[config.mk]
export PLATFORM = sky130hd
export DESIGN_NAME = codir_line_enc
export DESIGN_NICKNAME = d
export VERILOG_FILES = /design/src/rtl/codir_pkg.sv /design/src/rtl/codir_capture.sv /design/src/rtl/codir_bytebuf.sv /design/src/rtl/codir_serializer.sv /design/src/rtl/codir_line_enc.sv
export SDC_FILE = /design/constraint.sdc
export NUM_CORES = 1
export LEC_CHECK = 0
export CORE_ASPECT_RATIO = 1.4
export CORE_UTILIZATION = 50
export CTS_CLUSTER_DIAMETER = 40
export DETAILED_ROUTE_END_ITERATION = 8
export GPL_ROUTABILITY_DRIVEN = 1
export GPL_TIMING_DRIVEN = 0
export PLACE_DENSITY = 0.7
export SLEW_MARGIN = 20
export SYNTH_ARGS = -nofsm -noshare
export SYNTH_HDL_FRONTEND = slang
export SYNTH_SLANG_ARGS = --single-unit
[constraint.sdc]
create_clock -name clk -period 2 [get_ports clk]
set_input_delay 0.4 -clock clk [delete_from_list [all_inputs] [get_ports clk]]
set_output_delay 0.4 -clock clk [all_outputs]
set_load 0.02 [all_outputs]
[src/rtl/codir_pkg.sv]
package codir_pkg;

    typedef enum logic [1:0] {
        CAP_WAIT,
        CAP_SHIFT,
        CAP_HOLD
    } cap_state_t;

    typedef enum logic {
        TX_IDLE,
        TX_RUN
    } tx_state_t;

    localparam int UNITS_PER_BIT = 4;

    // Level of one line unit relative to the bit's own polarity (1 = mark).
    function automatic logic unit_level(input logic b, input logic [1:0] u);
        return b ? ~u[1] : ~u[0];
    endfunction

endpackage

[src/rtl/codir_capture.sv]
module codir_capture
    import codir_pkg::*;
#(
    parameter int BYTE_W = 8
) (
    input  logic              clk,
    input  logic              rst_n,
    input  logic              bit_stb,
    input  logic              slot_act,
    input  logic              pcm_bit,
    output logic              byte_vld,
    output logic [BYTE_W-1:0] byte_dat
);
    localparam int CW = $clog2(BYTE_W);

    cap_state_t        state, state_nx;
    logic [CW-1:0]     cnt;
    logic [BYTE_W-1:0] sh;
    logic [BYTE_W-1:0] sh_nx;
    logic              take;
    logic              last;

    assign sh_nx = {sh[BYTE_W-2:0], pcm_bit};
    assign take  = bit_stb && slot_act && (state != CAP_HOLD);
    assign last  = (cnt == CW'(BYTE_W-1));

    always_ff @(posedge clk or negedge rst_n) begin
        if (!rst_n) state <= CAP_WAIT;
        else        state <= state_nx;
    end

    always_comb begin
        state_nx = state;
        unique case (state)
            CAP_WAIT:  if (take) state_nx = CAP_SHIFT;
            CAP_SHIFT: begin
                if (!slot_act)         state_nx = CAP_WAIT;
                else if (take && last) state_nx = CAP_HOLD;
            end
            CAP_HOLD:  if (!slot_act) state_nx = CAP_WAIT;
            default:   state_nx = CAP_WAIT;
        endcase
    end

    always_ff @(posedge clk or negedge rst_n) begin
        if (!rst_n) begin
            cnt      <= '0;
            sh       <= '0;
            byte_vld <= 1'b0;
            byte_dat <= '0;
        end else begin
            byte_vld <= 1'b0;
            if (take) begin
                sh <= sh_nx;
                if (state == CAP_WAIT) begin
                    cnt <= CW'(1);
                end else begin
                    cnt <= cnt + CW'(1);
                    if (last) begin
                        byte_vld <= 1'b1;
                        byte_dat <= sh_nx;
                    end
                end
            end
        end
    end
endmodule

[src/rtl/codir_bytebuf.sv]
module codir_bytebuf #(
    parameter int BYTE_W = 8,
    parameter int DEPTH  = 2
) (
    input  logic              clk,
    input  logic              rst_n,
    input  logic              push,
    input  logic [BYTE_W-1:0] wdata,
    input  logic              pop,
    output logic [BYTE_W-1:0] rdata,
    output logic              empty,
    output logic              drop
);
    localparam int AW  = (DEPTH > 1) ? $clog2(DEPTH) : 1;
    localparam int CNW = $clog2(DEPTH + 1);

    logic [BYTE_W-1:0] mem [DEPTH];
    logic [AW-1:0]     wp, rp;
    logic [CNW-1:0]    cnt;
    logic              full;
    logic              wr_ok;

    assign full  = (cnt == CNW'(DEPTH));
    assign empty = (cnt == '0);
    assign wr_ok = push && (!full || pop);
    assign drop  = push && full && !pop;
    assign rdata = mem[rp];

    function automatic logic [AW-1:0] inc(input logic [AW-1:0] p);
        return (p == AW'(DEPTH-1)) ? '0 : p + AW'(1);
    endfunction

    for (genvar i = 0; i < DEPTH; i++) begin : g_slot
        always_ff @(posedge clk or negedge rst_n) begin
            if (!rst_n)                        mem[i] <= '0;
            else if (wr_ok && wp == AW'(i))    mem[i] <= wdata;
        end
    end

    always_ff @(posedge clk or negedge rst_n) begin
        if (!rst_n) begin
            wp  <= '0;
            rp  <= '0;
            cnt <= '0;
        end else begin
            if (wr_ok) wp <= inc(wp);
            if (pop)   rp <= inc(rp);
            if (wr_ok && !pop)      cnt <= cnt + CNW'(1);
            else if (pop && !wr_ok) cnt <= cnt - CNW'(1);
        end
    end
endmodule

[src/rtl/codir_serializer.sv]
module codir_serializer
    import codir_pkg::*;
#(
    parameter int                BYTE_W    = 8,
    parameter logic [BYTE_W-1:0] HOLD_INIT = '1
) (
    input  logic              clk,
    input  logic              rst_n,
    input  logic              unit_stb,
    input  logic              alarm_in,
    input  logic              buf_empty,
    input  logic [BYTE_W-1:0] buf_rdata,
    input  logic              drop_evt,
    output logic              buf_pop,
    output logic              line_pos,
    output logic              line_neg,
    output logic              slip_ins,
    output logic              slip_del
);
    localparam int IW = $clog2(BYTE_W);
    localparam int UW = $clog2(UNITS_PER_BIT);
    localparam logic [IW-1:0] LAST_BIT = IW'(BYTE_W-1);
    localparam logic [UW-1:0] LAST_UNIT = UW'(UNITS_PER_BIT-1);

    tx_state_t         state, state_nx;
    logic [BYTE_W-1:0] cur;
    logic [IW-1:0]     bitn;
    logic [UW-1:0]     unit;
    logic              pol;
    logic              del_pend;
    logic              at_end;
    logic              fetch;
    logic              cur_bit;
    logic              lvl;

    assign at_end  = (unit == LAST_UNIT) && (bitn == LAST_BIT);
    assign fetch   = unit_stb && ((state == TX_IDLE) || at_end);
    assign buf_pop = fetch && !buf_empty;
    assign cur_bit = cur[LAST_BIT - bitn];
    assign lvl     = unit_level(cur_bit, unit[1:0]);

    always_ff @(posedge clk or negedge rst_n) begin
        if (!rst_n) state <= TX_IDLE;
        else        state <= state_nx;
    end

    always_comb begin
        state_nx = state;
        unique case (state)
            TX_IDLE: if (unit_stb) state_nx = TX_RUN;
            TX_RUN:  state_nx = TX_RUN;
            default: state_nx = TX_IDLE;
        endcase
    end

    always_ff @(posedge clk or negedge rst_n) begin
        if (!rst_n) begin
            cur      <= HOLD_INIT;
            bitn     <= '0;
            unit     <= '0;
            pol      <= 1'b1;
            del_pend <= 1'b0;
            line_pos <= 1'b0;
            line_neg <= 1'b0;
            slip_ins <= 1'b0;
            slip_del <= 1'b0;
        end else if (unit_stb) begin
            slip_ins <= fetch && buf_empty;
            slip_del <= del_pend || drop_evt;
            del_pend <= 1'b0;
            if (buf_pop) cur <= buf_rdata;
            unique case (state)
                TX_IDLE: begin
                    bitn <= '0;
                    unit <= '0;
                    pol  <= 1'b1;
                end
                TX_RUN: begin
                    line_pos <= (lvl == pol);
                    line_neg <= (lvl != pol);
                    if (unit == LAST_UNIT) begin
                        unit <= '0;
                        if (bitn == LAST_BIT) begin
                            bitn <= '0;
                            pol  <= ~pol;
                        end else begin
                            bitn <= bitn + IW'(1);
                            if (!((bitn == LAST_BIT - IW'(1)) && !alarm_in))
                                pol <= ~pol;
                        end
                    end else begin
                        unit <= unit + UW'(1);
                    end
                end
                default: ;
            endcase
        end else begin
            del_pend <= del_pend || drop_evt;
        end
    end
endmodule

[src/rtl/codir_line_enc.sv]
module codir_line_enc
    import codir_pkg::*;
#(
    parameter int                BYTE_W    = 8,
    parameter int                BUF_DEPTH = 2,
    parameter logic [BYTE_W-1:0] HOLD_INIT = '1
) (
    input  logic clk,
    input  logic rst_n,
    input  logic bit_stb,
    input  logic slot_act,
    input  logic pcm_bit,
    input  logic unit_stb,
    input  logic alarm_in,
    output logic line_pos,
    output logic line_neg,
    output logic slip_ins,
    output logic slip_del
);
    logic              cap_vld;
    logic [BYTE_W-1:0] cap_dat;
    logic              buf_pop;
    logic              buf_empty;
    logic              buf_drop;
    logic [BYTE_W-1:0] buf_rdata;

    codir_capture #(.BYTE_W(BYTE_W)) u_cap (
        .clk      (clk),
        .rst_n    (rst_n),
        .bit_stb  (bit_stb),
        .slot_act (slot_act),
        .pcm_bit  (pcm_bit),
        .byte_vld (cap_vld),
        .byte_dat (cap_dat)
    );

    codir_bytebuf #(.BYTE_W(BYTE_W), .DEPTH(BUF_DEPTH)) u_buf (
        .clk   (clk),
        .rst_n (rst_n),
        .push  (cap_vld),
        .wdata (cap_dat),
        .pop   (buf_pop),
        .rdata (buf_rdata),
        .empty (buf_empty),
        .drop  (buf_drop)
    );

    codir_serializer #(.BYTE_W(BYTE_W), .HOLD_INIT(HOLD_INIT)) u_ser (
        .clk       (clk),
        .rst_n     (rst_n),
        .unit_stb  (unit_stb),
        .alarm_in  (alarm_in),
        .buf_empty (buf_empty),
        .buf_rdata (buf_rdata),
        .drop_evt  (buf_drop),
        .buf_pop   (buf_pop),
        .line_pos  (line_pos),
        .line_neg  (line_neg),
        .slip_ins  (slip_ins),
        .slip_del  (slip_del)
    );
endmodule

==> results.toml <==
[drt]
dr.pass1.iters = 4
first_iter_violations = 65
vias = 1646
post_drt_wl_per_cell_um = 13.6
viasPerCell = 5.24
drc = 0
routed_wirelength_mm = 4.27
ant_nets = 0

[synth]
synthCells = 219
synth_edf_count = 0
yosys.area_share.simple_pct = 11.9
synth.area.mux_share_pct = 15.3
synth_top_family_by_area = "multiplexers"
synthAdderAreaFrac_pct = 3.32
synth_seq_area_share_pct = 58.2
synth_top_area_cell = "dfrtp_1"
synth_warnings = 0
synth.most_common_cell = "dfrtp_1"
yosysUniqueCellTypes = 41
syn-cell-area_mm2 = 0.00264
ys_seq_elements = 61
ys_top_cells_by_area = "dfrtp_1 (49%), mux2_2 (10%), dfstp_2 (9.0%)"
synth_compound_area_share_pct = 7.30
synth-async-reset-ratio_pct = 100
yosys.area_share.xor_xnor_pct = 1.66
ys_top_cells_by_count = "dfrtp_1 (52), nand2_1 (29), mux2_2 (24)"
synth_fp_nets = 233
synth_top_area_share_pct = 49.3
synth_flop_cell = "dfrtp_1"
avgSynthCellArea_um2 = 12.1

[timing]
hold_viol_final = 0
fin_ws_ns = 0.0426
rsz0062_at_grt = "true"
setup-tns-final_ns = 0
timing.final.crit_share_pct = 97.9
maxSlewHeadroom_pct = 56.4
finClkSkew_ns = 0.00537
worst_slew_pin_slew_ns = 0.654
min_period_ns = 1.96
hold_slack_ns = 0.454
finalMaxSlewViolations = 0
finalSetupViolCount = 0
timing.fmax_ghz = 0.511

[global_routing]
grt_pass1_wl_mm = 7.56
antenna_found_initial = 0
grt_overflow_total = 0
grt_pass1_vias = 1673
grt_usage_pct = 18.3
grt_max_degree = 35

[pwr]
power_frac_comb_pct = 16.3
power_switching_share_pct = 24.8
finalPower_mw = 3.40
leakage_nw = 1.55
seqPwrFrac_pct = 46.2
power.net_switching_mw = 0.842
ir_worst_vdd_uv = 581
pwr-share-clk_pct = 37.5
power.internal_mw = 2.56
p_per_area_mw_per_mm2 = 1050

[setup_path]
worst-setup-path-type = "register to register"
cp-start-kind = "register"
crit_arrival_ns = 2.18
worst-path-max-fanout = 18
endpoint_kind = "register"
critPathRequiredTime_ns = 2.22

[clock_network]
cts_root_buf = "clkbuf_8"
cts_made_buffers = 9
clock_sinks = 61
clkLatencyLatePin_ns = 0.33
cts_tree = "built"
cts_buffer_depth = 2
h-tree-depth = 3
cts.clk_slew.worst_paths_ns = 0.06

[placement]
gp_congestion = 0.707
post-place-cells = 294
place_hpwl_mm = 2.95
io_buffers = 10
dpl-instance-area_mm2 = 0.00288
dp_worst_setup_slack_ns = -0.251

[floorplan]
rows = 30
top_level_ports = 11
die_area_mm2 = 0.00558
die_w_um = 63.4
initial_core_util_pct = 53.3
die_h_um = 88.0
coreArea_mm2 = 0.00495

[final_layout]
syn_to_final_growth_pct = 22.3
post-route-util_pct = 65.2
diodes = 0
fin_cells = 314
nets = 259
drive_gt1_share_pct = 28.0
design_area_mm2 = 0.00323

[outcome]
status = "completed"

[hold_path]
hold_class = "register to register"

[job]
max_cap_violations = 0
per-layer routing:
metal | vias up | wire length [um] | GRT usage (%)
met5 | - | 0 | 0
met3 | 10 | 132 | 5.47
li1 | 811 | - | -
met2 | 20 | 2220 | 31.1
met1 | 805 | 1820 | 20.0
met4 | 0 | 99 | 11.8
worst max-delay path, stage by stage (launching register included):
cell     delay (ns)
dfrtp_1        0.41
ha_4           0.18
ha_4           0.16
a21bo_4        0.23
o211a_1        0.12
buf_6          0.16
inv_4          0.07
ha_4           0.13
xor2_1         0.19
nor2_2         0.06
xor2_1         0.13
final cells by class:
type	count	area, um^2
inverters	9	36.3
multi-input cells	142	1130
clock buffers	13	179
plain buffers	6	31.3
well taps	64	80.1
fillers	398	1730
flip-flops and latches	61	1540
clock inverters	3	65.1
repair buffers	16	170
what timing repair did:
action,in CTS,in global routing
hold endpoints to repair,23,0
buffers inserted,2,2
hold buffers,1,0
resized for setup,4,7
setup endpoints to repair,17,9
pin swaps,2,4
path summary, 6_finish.rpt:
path                                       end      startpoint  slack, ns  cells after the start
worst max-delay path              u_buf.cnt[1]   u_ser.bitn[1]       0.04                     10
worst min-delay path            u_cap.state[0]  u_cap.state[1]       0.45                      1
worst max register to register    u_buf.cnt[1]   u_ser.bitn[1]       0.04                     10
worst min register to register  u_cap.state[0]  u_cap.state[1]       0.45                      1
max in group asynchronous            u_ser.pol           rst_n       0.92                      3
min in group asynchronous             u_buf.rp           rst_n       0.52                      2
power groups by stage:
stage / Sequential (mW) / Clock (mW) / Combinational [mW]
6_report: 1.57 / 1.28 / 0.554
5_1_grt: 1.60 / 1.36 / 0.629
4_1_cts: 1.56 / 1.32 / 0.537
3_5_place_dp: 1.60 / 0 / 0.480
3_3_place_gp: 1.59 / 0 / 0.455
2_1_floorplan: 1.59 / 0 / 0.309
flip-flops by register name, summed over array words and instances, names as in the netlist, 2 cells and up:
register,count
u_cap.sh,7
u_cap.cnt,3
u_cap.byte_dat,8
u_ser.unit,2
u_buf.mem,16
u_ser.bitn,3
u_ser.cur,8
u_cap.state,2
u_buf.cnt,2
cell usage in the layout, fill, tap and decap left out, drive strengths merged, types with 7 or more instances in the layout:
cell           instances
dfrtp                 52
nand2                 29
mux2                  24
clkbuf                16
nor2                  15
a21oi                 13
clkdlybuf4s50          9
dfstp                  9
buf                    9
mux2i                  8
o21ai                  8
inv                    8
ha                     7
logic make-up (layout without fill, tap and decap cells):
| group | Yosys count | after routing |
|---|---|---|
| AO/OA/AOI/OAI | 31 | 31 |
| multiplexers | 34 | 34 |
| AND/OR/NAND/NOR | 65 | 65 |
| XOR/XNOR | 5 | 5 |
| adder cells (fa/ha/maj) | 7 | 7 |
| flip-flops | 61 | 61 |
| buffers and inverters | 16 | 47 |
Power figures use the tool's default switching activity.
